[src/rtl/regdump_pkg.sv]
package regdump_pkg;

   // operation word layout (second word of each 128-bit operation)
   localparam int OP_ADDR_LSB  = 44;
   localparam int OP_WRITE_BIT = 21;
   localparam int OP_CNT_LSB   = 0;

   // CPU register offsets
   localparam logic [1:0] CSR_BASE_LO = 2'd0;
   localparam logic [1:0] CSR_BASE_HI = 2'd1;
   localparam logic [1:0] CSR_CTRL    = 2'd2;

   // control/status bit positions
   localparam int CTRL_GO   = 0;
   localparam int STAT_BUSY = 0;
   localparam int STAT_DONE = 2;
   localparam int STAT_ERR  = 3;

   typedef enum logic [2:0] {
      ST_IDLE,
      ST_FETCH0,
      ST_FETCH1,
      ST_DISPATCH,
      ST_REG,
      ST_STORE
   } seq_state_t;

endpackage

[src/rtl/regdump_opdec.sv]
module regdump_opdec
   import regdump_pkg::*;
#(
   parameter int OP_W   = 64,
   parameter int REG_AW = 20,
   parameter int CNT_W  = 16
) (
   input  logic [OP_W-1:0]   word0,
   input  logic [OP_W-1:0]   word1,
   output logic              is_end,
   output logic              is_write,
   output logic [REG_AW-1:0] reg_addr,
   output logic [CNT_W-1:0]  count
);

   if (OP_ADDR_LSB + REG_AW > OP_W) begin : g_bad_addr
      $error("register address field exceeds operation word");
   end
   if (OP_CNT_LSB + CNT_W > OP_WRITE_BIT) begin : g_bad_cnt
      $error("count field overlaps type bit");
   end

   assign is_end   = (word0 == '0) && (word1 == '0);
   assign is_write = word1[OP_WRITE_BIT];
   assign reg_addr = word1[OP_ADDR_LSB +: REG_AW];
   assign count    = word1[OP_CNT_LSB +: CNT_W];

endmodule

[src/rtl/regdump_lane.sv]
module regdump_lane #(
   parameter int MEM_AW = 64,
   parameter int MEM_DW = 64,
   parameter int REG_DW = 32
) (
   input  logic [MEM_AW-1:0]   byte_addr,
   input  logic [REG_DW-1:0]   data,
   output logic [MEM_AW-1:0]   word_addr,
   output logic [MEM_DW-1:0]   wdata,
   output logic [MEM_DW/8-1:0] wstrb
);

   localparam int LANES    = MEM_DW / REG_DW;
   localparam int LB       = REG_DW / 8;
   localparam int BYTE_OFF = $clog2(MEM_DW / 8);
   localparam int LANE_OFF = $clog2(LB);

   if (MEM_DW % REG_DW != 0 || REG_DW < 16) begin : g_bad_width
      $error("memory width must be a multiple of register width");
   end

   logic unused_lo;
   assign unused_lo = ^byte_addr[LANE_OFF-1:0];

   assign word_addr = {byte_addr[MEM_AW-1:BYTE_OFF], {BYTE_OFF{1'b0}}};

   for (genvar g = 0; g < LANES; g++) begin : g_rep
      assign wdata[g*REG_DW +: REG_DW] = data;
   end

   if (LANES == 1) begin : g_single
      assign wstrb = '1;
   end else begin : g_multi
      localparam int LSEL_W = $clog2(LANES);
      logic [LSEL_W-1:0] lane;
      assign lane = byte_addr[LANE_OFF +: LSEL_W];
      for (genvar g = 0; g < LANES; g++) begin : g_strb
         assign wstrb[g*LB +: LB] = {LB{lane == LSEL_W'(g)}};
      end
   end

endmodule

[src/rtl/regdump_csr.sv]
module regdump_csr
   import regdump_pkg::*;
#(
   parameter int CSR_AW = 2,
   parameter int CSR_DW = 32
) (
   input  logic                clk,
   input  logic                rst_n,
   input  logic                csr_we,
   input  logic [CSR_AW-1:0]   csr_addr,
   input  logic [CSR_DW-1:0]   csr_wdata,
   output logic [CSR_DW-1:0]   csr_rdata,
   input  logic                busy_i,
   input  logic                done_i,
   input  logic                err_i,
   output logic [2*CSR_DW-1:0] base_o,
   output logic                start_o
);

   if (CSR_AW < 2 || CSR_DW < 8) begin : g_bad_csr
      $error("CPU port too narrow for register map");
   end

   logic [CSR_DW-1:0] base_lo_q, base_hi_q;
   logic sel_lo, sel_hi, sel_ctrl;

   assign sel_lo   = csr_addr == CSR_AW'(CSR_BASE_LO);
   assign sel_hi   = csr_addr == CSR_AW'(CSR_BASE_HI);
   assign sel_ctrl = csr_addr == CSR_AW'(CSR_CTRL);

   always_ff @(posedge clk or negedge rst_n) begin
      if (!rst_n) begin
         base_lo_q <= '0;
         base_hi_q <= '0;
      end else if (csr_we) begin
         if (sel_lo) base_lo_q <= csr_wdata;
         if (sel_hi) base_hi_q <= csr_wdata;
      end
   end

   assign base_o  = {base_hi_q, base_lo_q};
   assign start_o = csr_we && sel_ctrl && csr_wdata[CTRL_GO] && !busy_i;

   always_comb begin
      csr_rdata = '0;
      if (sel_lo) csr_rdata = base_lo_q;
      else if (sel_hi) csr_rdata = base_hi_q;
      else if (sel_ctrl) begin
         csr_rdata[STAT_BUSY] = busy_i;
         csr_rdata[STAT_DONE] = done_i;
         csr_rdata[STAT_ERR]  = err_i;
      end
   end

endmodule

[src/rtl/regdump_seq.sv]
module regdump_seq
   import regdump_pkg::*;
#(
   parameter int MEM_AW = 64,
   parameter int MEM_DW = 64,
   parameter int REG_AW = 20,
   parameter int REG_DW = 32,
   parameter int CNT_W  = 16
) (
   input  logic                clk,
   input  logic                rst_n,
   input  logic                start_i,
   input  logic [MEM_AW-1:0]   base_i,
   output logic                busy_o,
   output logic                done_o,
   output logic                err_o,
   output logic                mem_req_o,
   output logic                mem_we_o,
   output logic [MEM_AW-1:0]   mem_addr_o,
   output logic [MEM_DW-1:0]   mem_wdata_o,
   output logic [MEM_DW/8-1:0] mem_wstrb_o,
   input  logic                mem_ack_i,
   input  logic                mem_err_i,
   input  logic [MEM_DW-1:0]   mem_rdata_i,
   output logic                reg_req_o,
   output logic                reg_we_o,
   output logic [REG_AW-1:0]   reg_addr_o,
   output logic [REG_DW-1:0]   reg_wdata_o,
   input  logic                reg_ack_i,
   input  logic [REG_DW-1:0]   reg_rdata_i
);

   localparam int          WORD_BYTES = MEM_DW / 8;
   localparam logic [MEM_AW-1:0] WORD_STEP = MEM_AW'(WORD_BYTES);
   localparam logic [MEM_AW-1:0] OP_STEP   = MEM_AW'(2 * WORD_BYTES);
   localparam logic [MEM_AW-1:0] LANE_STEP = MEM_AW'(REG_DW / 8);

   seq_state_t        state;
   logic [MEM_AW-1:0] fetch_ptr, dst_ptr;
   logic [MEM_DW-1:0] op_w0, op_w1;
   logic [REG_AW-1:0] cur_reg;
   logic [CNT_W-1:0]  remain;
   logic [REG_DW-1:0] wr_val, rd_hold;
   logic              op_is_wr, done_q, err_q;

   logic              dec_end, dec_wr;
   logic [REG_AW-1:0] dec_reg;
   logic [CNT_W-1:0]  dec_cnt;

   logic [MEM_AW-1:0]   st_addr;
   logic [MEM_DW-1:0]   st_wdata;
   logic [MEM_DW/8-1:0] st_wstrb;

   regdump_opdec #(.OP_W(MEM_DW), .REG_AW(REG_AW), .CNT_W(CNT_W)) u_dec (
      .word0(op_w0), .word1(op_w1),
      .is_end(dec_end), .is_write(dec_wr), .reg_addr(dec_reg), .count(dec_cnt)
   );

   regdump_lane #(.MEM_AW(MEM_AW), .MEM_DW(MEM_DW), .REG_DW(REG_DW)) u_lane (
      .byte_addr(dst_ptr), .data(rd_hold),
      .word_addr(st_addr), .wdata(st_wdata), .wstrb(st_wstrb)
   );

   always_ff @(posedge clk or negedge rst_n) begin
      if (!rst_n) begin
         state     <= ST_IDLE;
         fetch_ptr <= '0;
         dst_ptr   <= '0;
         op_w0     <= '0;
         op_w1     <= '0;
         cur_reg   <= '0;
         remain    <= '0;
         wr_val    <= '0;
         rd_hold   <= '0;
         op_is_wr  <= 1'b0;
         done_q    <= 1'b0;
         err_q     <= 1'b0;
      end else begin
         case (state)
            ST_IDLE: if (start_i) begin
               fetch_ptr <= base_i;
               done_q    <= 1'b0;
               err_q     <= 1'b0;
               state     <= ST_FETCH0;
            end
            ST_FETCH0: if (mem_ack_i) begin
               if (mem_err_i) begin
                  done_q <= 1'b1;
                  err_q  <= 1'b1;
                  state  <= ST_IDLE;
               end else begin
                  op_w0 <= mem_rdata_i;
                  state <= ST_FETCH1;
               end
            end
            ST_FETCH1: if (mem_ack_i) begin
               if (mem_err_i) begin
                  done_q <= 1'b1;
                  err_q  <= 1'b1;
                  state  <= ST_IDLE;
               end else begin
                  op_w1 <= mem_rdata_i;
                  state <= ST_DISPATCH;
               end
            end
            ST_DISPATCH: begin
               if (dec_end) begin
                  done_q <= 1'b1;
                  state  <= ST_IDLE;
               end else begin
                  cur_reg  <= dec_reg;
                  remain   <= dec_cnt;
                  dst_ptr  <= op_w0;
                  wr_val   <= op_w0[REG_DW-1:0];
                  op_is_wr <= dec_wr;
                  if (dec_cnt == '0) begin
                     fetch_ptr <= fetch_ptr + OP_STEP;
                     state     <= ST_FETCH0;
                  end else begin
                     state <= ST_REG;
                  end
               end
            end
            ST_REG: if (reg_ack_i) begin
               cur_reg <= cur_reg + REG_AW'(1);
               if (op_is_wr) begin
                  remain <= remain - CNT_W'(1);
                  if (remain == CNT_W'(1)) begin
                     fetch_ptr <= fetch_ptr + OP_STEP;
                     state     <= ST_FETCH0;
                  end
               end else begin
                  rd_hold <= reg_rdata_i;
                  state   <= ST_STORE;
               end
            end
            ST_STORE: if (mem_ack_i) begin
               if (mem_err_i) begin
                  done_q <= 1'b1;
                  err_q  <= 1'b1;
                  state  <= ST_IDLE;
               end else begin
                  dst_ptr <= dst_ptr + LANE_STEP;
                  remain  <= remain - CNT_W'(1);
                  if (remain == CNT_W'(1)) begin
                     fetch_ptr <= fetch_ptr + OP_STEP;
                     state     <= ST_FETCH0;
                  end else begin
                     state <= ST_REG;
                  end
               end
            end
            default: state <= ST_IDLE;
         endcase
      end
   end

   always_comb begin
      mem_req_o   = 1'b0;
      mem_we_o    = 1'b0;
      mem_addr_o  = fetch_ptr;
      mem_wstrb_o = '0;
      case (state)
         ST_FETCH0: mem_req_o = 1'b1;
         ST_FETCH1: begin
            mem_req_o  = 1'b1;
            mem_addr_o = fetch_ptr + WORD_STEP;
         end
         ST_STORE: begin
            mem_req_o   = 1'b1;
            mem_we_o    = 1'b1;
            mem_addr_o  = st_addr;
            mem_wstrb_o = st_wstrb;
         end
         default: ;
      endcase
   end

   assign mem_wdata_o = st_wdata;
   assign reg_req_o   = state == ST_REG;
   assign reg_we_o    = op_is_wr;
   assign reg_addr_o  = cur_reg;
   assign reg_wdata_o = wr_val;
   assign busy_o      = state != ST_IDLE;
   assign done_o      = done_q;
   assign err_o       = err_q;

   AST_MEM_REQ_HOLD: assert property (@(posedge clk) disable iff (!rst_n)
      mem_req_o && !mem_ack_i |=> mem_req_o && $stable(mem_addr_o) && $stable(mem_we_o))
      else $error("memory request dropped or moved before ack");
   AST_REG_REQ_HOLD: assert property (@(posedge clk) disable iff (!rst_n)
      reg_req_o && !reg_ack_i |=> reg_req_o && $stable(reg_addr_o) && $stable(reg_we_o))
      else $error("register request dropped or moved before ack");
   AST_PORTS_EXCLUSIVE: assert property (@(posedge clk) disable iff (!rst_n)
      !(mem_req_o && reg_req_o))
      else $error("both master ports requested");
   AST_START_CLEARS: assert property (@(posedge clk) disable iff (!rst_n)
      start_i && !busy_o |=> busy_o && !done_o && !err_o)
      else $error("accepted start left stale status");
   AST_DONE_IDLE: assert property (@(posedge clk) disable iff (!rst_n)
      done_o |-> !busy_o)
      else $error("done raised while busy");
   AST_ERR_WITH_DONE: assert property (@(posedge clk) disable iff (!rst_n)
      err_o |-> done_o)
      else $error("error without done");
   AST_END_QUIET: assert property (@(posedge clk) disable iff (!rst_n)
      state == ST_DISPATCH && dec_end |=> !reg_req_o && !mem_req_o)
      else $error("activity after end marker");

endmodule

[src/rtl/regdump_engine.sv]
module regdump_engine
   import regdump_pkg::*;
#(
   parameter int CSR_AW = 2,
   parameter int CSR_DW = 32,
   parameter int MEM_AW = 64,
   parameter int MEM_DW = 64,
   parameter int REG_AW = 20,
   parameter int REG_DW = 32,
   parameter int CNT_W  = 16
) (
   input  logic                clk,
   input  logic                rst_n,
   input  logic                csr_we,
   input  logic [CSR_AW-1:0]   csr_addr,
   input  logic [CSR_DW-1:0]   csr_wdata,
   output logic [CSR_DW-1:0]   csr_rdata,
   output logic                mem_req,
   output logic                mem_we,
   output logic [MEM_AW-1:0]   mem_addr,
   output logic [MEM_DW-1:0]   mem_wdata,
   output logic [MEM_DW/8-1:0] mem_wstrb,
   input  logic                mem_ack,
   input  logic                mem_err,
   input  logic [MEM_DW-1:0]   mem_rdata,
   output logic                reg_req,
   output logic                reg_we,
   output logic [REG_AW-1:0]   reg_addr,
   output logic [REG_DW-1:0]   reg_wdata,
   input  logic                reg_ack,
   input  logic [REG_DW-1:0]   reg_rdata
);

   if (MEM_DW != 64) begin : g_bad_mem
      $error("operation format needs 64-bit memory words");
   end
   if (MEM_AW != 2 * CSR_DW) begin : g_bad_base
      $error("base address must be two CPU words");
   end

   logic              busy, done, err, start;
   logic [MEM_AW-1:0] base;

   regdump_csr #(.CSR_AW(CSR_AW), .CSR_DW(CSR_DW)) u_csr (
      .clk(clk), .rst_n(rst_n),
      .csr_we(csr_we), .csr_addr(csr_addr), .csr_wdata(csr_wdata), .csr_rdata(csr_rdata),
      .busy_i(busy), .done_i(done), .err_i(err),
      .base_o(base), .start_o(start)
   );

   regdump_seq #(
      .MEM_AW(MEM_AW), .MEM_DW(MEM_DW), .REG_AW(REG_AW), .REG_DW(REG_DW), .CNT_W(CNT_W)
   ) u_seq (
      .clk(clk), .rst_n(rst_n),
      .start_i(start), .base_i(base),
      .busy_o(busy), .done_o(done), .err_o(err),
      .mem_req_o(mem_req), .mem_we_o(mem_we), .mem_addr_o(mem_addr),
      .mem_wdata_o(mem_wdata), .mem_wstrb_o(mem_wstrb),
      .mem_ack_i(mem_ack), .mem_err_i(mem_err), .mem_rdata_i(mem_rdata),
      .reg_req_o(reg_req), .reg_we_o(reg_we), .reg_addr_o(reg_addr),
      .reg_wdata_o(reg_wdata), .reg_ack_i(reg_ack), .reg_rdata_i(reg_rdata)
   );

endmodule

[config.mk]
export PLATFORM = sky130hd
export DESIGN_NAME = regdump_engine
export DESIGN_NICKNAME = d
export VERILOG_FILES = /design/src/rtl/regdump_pkg.sv /design/src/rtl/regdump_opdec.sv /design/src/rtl/regdump_lane.sv /design/src/rtl/regdump_csr.sv /design/src/rtl/regdump_seq.sv /design/src/rtl/regdump_engine.sv
export SDC_FILE = /design/constraint.sdc
export NUM_CORES = 1
export LEC_CHECK = 0
export ABC_AREA = 1
export BUFFER_PORTS_ARGS = -buffer_cell sky130_fd_sc_hd__clkbuf_2
export CAP_MARGIN = 20
export CORE_MARGIN = 2
export CORE_UTILIZATION = 45
export DETAILED_ROUTE_END_ITERATION = 10
export PLACE_DENSITY_LB_ADDON = 0.08
export SLEW_MARGIN = 30
export SYNTH_ARGS = -nofsm -noshare
export SYNTH_HDL_FRONTEND = slang
export SYNTH_SLANG_ARGS = --single-unit
[constraint.sdc]
create_clock -name clk -period 2.5 [get_ports clk]
set_clock_uncertainty 0.15 [all_clocks]
set_input_delay 0.5 -clock clk [delete_from_list [all_inputs] [get_ports clk]]
set_output_delay 0.5 -clock clk [all_outputs]
set_load 0.02 [all_outputs]
* Word-level counts from Yosys, hierarchy flattened *
Index checks and enable logic that the tools add are counted.

storage, ports and cells
  flip-flop bits (word level) = 426
  bits of input ports = 136
  output and inout bits = 224
  logic and storage cells = 128

cells by class
  $add $sub $neg = 5
  eq/ne operators = 21
  multiplexer cells = 53
  bitwise operators = 4
  reduce and logical (&&, ||, !) cells = 31

operators with widths
  operator               number
  $mux 64                11
  $pmux 64 s2            2
  $pmux 64 s4            1
  $logic_not 64->1       2
  $mux 16                5
  $add 64x3->64 const B  1
  $add 64x4->64 const B  1
  $add 64x5->64 const B  1
  $pmux 16 s3            1
  $mux 20                2
  $pmux 20 s2            1
  $mux 3                 11
  $mux 32                1
  $mux 28                1
  $add 20x1->20 const B  1
  $pmux 3 s6             1
  $eq 16x1->1 const B    1
  $logic_not 16->1       1
  $sub 16x1->16 const B  1
  $ne 2x1->1 const B     6
  $ne 2x2->1 const B     6
  $reduce_and 3->1       4
  $reduce_and 6->1       2
  $mux 1                 9
  other kinds (23)       41

* Logic depth before layout (Yosys ltp) *
  depth in word-level cells = 6
  gate-level depth with buffers = 15
  depth with buffers taken out = 13

* Cells and area by module *
From an unflattened synthesis, not the netlist that was laid out.

second synthesis, totals
  cells, all modules = 4139
  area total of the unflattened synthesis = 27472.6 um^2

modules (own cells, without submodules)
  module         times used  cells an instance  area an instance (um^2)  seq. area each (um^2)
  regdump_seq    1           3442               22589.2                  9058.7
  regdump_csr    1           396                3108.0                   1601.5
  regdump_lane   1           137                1021.0                   0.0
  regdump_opdec  1           164                754.5                    0.0

* Worst setup path after synthesis *
No wires, ideal clock.

  path type = reg-to-output
  start = reg u_seq.fetch_ptr[4]
  end = out mem_addr[34]
  arrival = 1.958 ns
  data required time = 1.850 ns
  setup slack = -0.108 ns
  stages on the path, launching flop included = 9
  buffers on the path = 0
  cell sequence = dfrtp_1 -> ha_1 -> nand2_1 -> nor2_1 -> nand2_1 -> nor2_1 -> nand2_1 -> xor2_1 -> o221ai_1

between the ends
  word-level cells in the longest chain between the ends = 2

RTL lines
  item                      RTL line              source
  start: declaration        regdump_seq.sv:39     logic [MEM_AW-1:0] fetch_ptr, dst_ptr;
  start signal: assignment  regdump_seq.sv:81     fetch_ptr <= base_i;
  start signal: assignment  regdump_seq.sv:117    fetch_ptr <= fetch_ptr + OP_STEP;
  start signal: assignment  regdump_seq.sv:129    fetch_ptr <= fetch_ptr + OP_STEP;
  $add 64x4->64             regdump_seq.sv:167    mem_addr_o = fetch_ptr + WORD_STEP;
  $pmux 64 s2               regdump_seq.sv:163    case (state)
  end: declaration          regdump_engine.sv:20  output logic [MEM_AW-1:0] mem_addr,

No other way between the ends.

* Worst setup path after layout *
  start = reg u_seq.fetch_ptr[4]
  end = out mem_addr[40]

The elaborated chain is that of the path after synthesis.

==> impl_results.md <==
* Critical Path Most Common Cell: nor2_2
* Final Max Slew Viols at 0
* Worst Setup End Kind: output port
* Synth Net Count at 4012
* Fraction of layout cells with a size suffix above 1 at 29.2%
* Crit-path max cell delay at 440 ps
* IO buf count at 359
* CTS tree: yes
* Flop2flop setup slack at -130 ps
* Leakage at 18.5 nW
* #FFs+latches synth at 424
* Initial antenna violation count at 3
* MaxCap Viol Count at 0
* Vias in the first global route at 27060
* P&R area growth vs syn at 45.3%
* R2R Path Start: u_seq.state[1]
* # DRC at 0
* R2r worst-path depth at 17
* CTS Sinks at 424
* Iteration-0 DRC count of the detailed router at 2924
* Most common cell after layout, fill and taps aside: nand2_1
* Worst vdd ir at 0.938 mV
* Clock-pin slew on the worst setup and hold paths at 60 ps
* DR top layer: met5
* Fill cells at 5081
* Clock Path Buffers at 3
* Seq. cell area at 0.0106 mm2
* Worst skew pair latency at 630 ps
* Startpoint types: flip-flop
* Ys async rst share at 100%
* Failing checks: setup timing
* Cell Area, Synth at 0.0258 mm2
* Nets at 4815
* Detail Route Antenna Nets at 0
* Worst-Margin Slew at 641 ps
* Synth unique cells at 43
* Vias per cell at 5.39
* Non-filler instance count after layout at 5466
* Largest fanout on the critical path at 5
* Hold crit path type: in -> reg
* Worst Hold Launch: mem_rdata[39]
* Synth area leaders: dfrtp_1 41%, nand2_1 22%, o21ai_0 8.3%
* DIE HEIGHT at 243 um
* Final worst-path cycle share at 130%
* Seq/Total Area, Yosys at 41.2%
* Ports at 360
* Largest net degree at the start of global routing at 129
* Post-synth top flop: dfrtp_1
* Slew margin rel. at 56.8%
* Area of the multi-input gates at 0.0146 mm2
* Most frequent cells in the layout: 1374 x nand2_1, 399 x dfrtp_1, 395 x buf_4
* H-Tree Level Count at 2
* Met2 WL post-DR at 51200 um
* Critical path data required time at 1850 ps
* Routability cong. at 1.04
* Top cell type's share of synthesized area at 41.2%
* Drt pass-1 iters at 6
* Grt total ovfl at 0
* Status: complete, but fails checks
* Syn Inst Count at 3870
* Worst Hold End: u_seq.op_w0[39]
* DP Cell Count at 5155
* Total GRT Usage at 36.6%
* Core area at 0.0565 mm2
* Crit path kind: reg -> out
* Fin. Hold Viols at 0
* Met3 Wirelength at 10900 um
* WL met1 at 49200 um
* R2R Path End: u_seq.dst_ptr[59]
* Ys Warns at 0
* Via count at 29468
* Die area at 0.0592 mm2
* Crit path max-delay cell type: dfrtp_2
* Post-synth EDFFs at 0
* Fmax at 308 MHz
* Avg WL per Cell at 21.3 um
* Critical-path cell list: ha_4 -> inv_2 -> nor2_2 -> buf_6 -> nand4_1 -> nor2_2 -> nand2_1 -> o21ai_1 -> nand3_1 -> o211ai_1 -> buf_4
* # rows at 87
* Detailed Place HPWL at 83600 um
* Pwr per Cell Area at 1180 mW/mm2
* Die Span X at 243 um
* Final min period at 3250 ps
* Detailed Route WL at 116000 um
* RSZ-0062 raised after global routing: yes
* Biggest area consumer among synthesized cells: dfrtp_1
* Total chip power at 44.1 mW
* CTS root buffer: clkbuf_16
* Global-route wire length before repair at 166000 um
* CP arrival at 2600 ps
* Initial Util at 45.6%
* Syn avg cell area at 6.66 um2
* Final Setup Violations at 133
* WHS Path Cells at 3
* CTS Buf Count at 49
* Fin worst setup slack at -747 ps
-- worst max path at each step --
stage	slack (ps)	from	endpoint	cells after the start
6_report	-750	u_seq.fetch_ptr[4]	mem_addr[40]	11
3_3_place_gp	-330	u_seq.fetch_ptr[4]	mem_addr[18]	10
3_5_place_dp	-330	u_seq.fetch_ptr[4]	mem_addr[18]	10
5_1_grt	-800	u_seq.fetch_ptr[4]	mem_addr[40]	11
2_1_floorplan	-10	u_seq.state[1]	mem_addr[3]	9
4_1_cts	-680	u_seq.fetch_ptr[4]	mem_addr[40]	11
-- through the flow --
| stage | cell area, um2 | worst slack (ps) | hold slack, ps | utilization, % | TNS, ps |
|---|---|---|---|---|---|
| 2_1_floorplan | 25800 | -12.9 | 54.4 | - | -25.8 |
| 3_3_place_gp | 30700 | -325 | 316 | 54.4 | -4730 |
| 3_5_place_dp | 30700 | -331 | 322 | 54.4 | -5180 |
| 4_1_cts | 35500 | -680 | 1.05 | 62.8 | -38110 |
| 5_1_grt | 37400 | -795 | 18.8 | 66.3 | -52470 |
| 6_report | 37400 | -747 | 2.63 | 66.3 | -45190 |
-- critical path: cells and delay by family (launching register included) --
kind                       cells  cell delay (ps)
and+or+nand+nor                5              600
DFF                            1              440
buffers and inverters          3              390
AOI/OAI and AO/OA              2              350
adders and majority gates      1              190
-- synthesized netlist by cell type, drive strengths merged (14+ instances only) --
cell type	n
a21oi	24
buf	109
clkbuf	75
dfrtp	424
inv	374
mux2	32
nand2	1537
nand3	177
nand4	65
nor2	426
nor3	20
o211ai	34
o21ai	438
o221ai	19
xnor2	14
xor2	30
-- per-layer routing --
layer / vias to the layer above / GRT usage [%]
li1: 13878 / -
met1: 14020 / 51.8
met2: 1329 / 56.0
met3: 239 / 6.46
met4: 2 / 14.0
met5: - / 0
-- cells by family (layout without fill, tap and decap cells) --
| kind of cell | count (synthesis) | in the layout | synth area share, % |
|---|---|---|---|
| buffers and inverters | 560 | 1397 | 9.07 |
| AOI/OAI and AO/OA | 555 | 555 | 11.8 |
| other | 0 | 2 | 0 |
| DFF | 424 | 424 | 41.2 |
| muxes | 37 | 37 | 1.59 |
| xor gates and xnor gates | 44 | 44 | 1.50 |
| and+or+nand+nor | 2244 | 2245 | 34.6 |
| adders and majority gates | 6 | 6 | 0.291 |
-- sequential cells by signal, indices dropped and copies added, names as in the netlist, 16 cells and up --
register and cells:
u_seq.reg_addr_o 20, u_seq.dst_ptr 62, u_csr.base_lo_q 32, u_seq.op_w0 64, u_seq.rd_hold 32, u_seq.fetch_ptr 64
u_seq.reg_wdata_o 32, u_seq.remain 16, u_csr.base_hi_q 32, u_seq.op_w1 64
-- report_power, final --
group          total, mW  internal [mW]  switching, mW
Clock               7.57           4.37           3.20
Sequential          12.9           9.71           3.18
Combinational       23.7           9.26           14.4
-- repair_timing --
item,in CTS,in global routing
hold buffers,88,0
pin swaps,81,116
resized for setup,456,369
endpoints found under the setup margin,76,200
setup buffers,67,50
cloned,6,24
hold endpoints to repair,160,0
-- cell type report --
cell class	count	area share [%]
inverter	376	3.91
antenna	2	0.0134
multi-input combinational	2887	39.1
clock buffer	65	3.65
clock inverter	21	0.768
tap	756	2.53
timing repair buffer	935	21.6
sequential	424	28.4
Note: power is estimated with default switching activity, not from simulation.
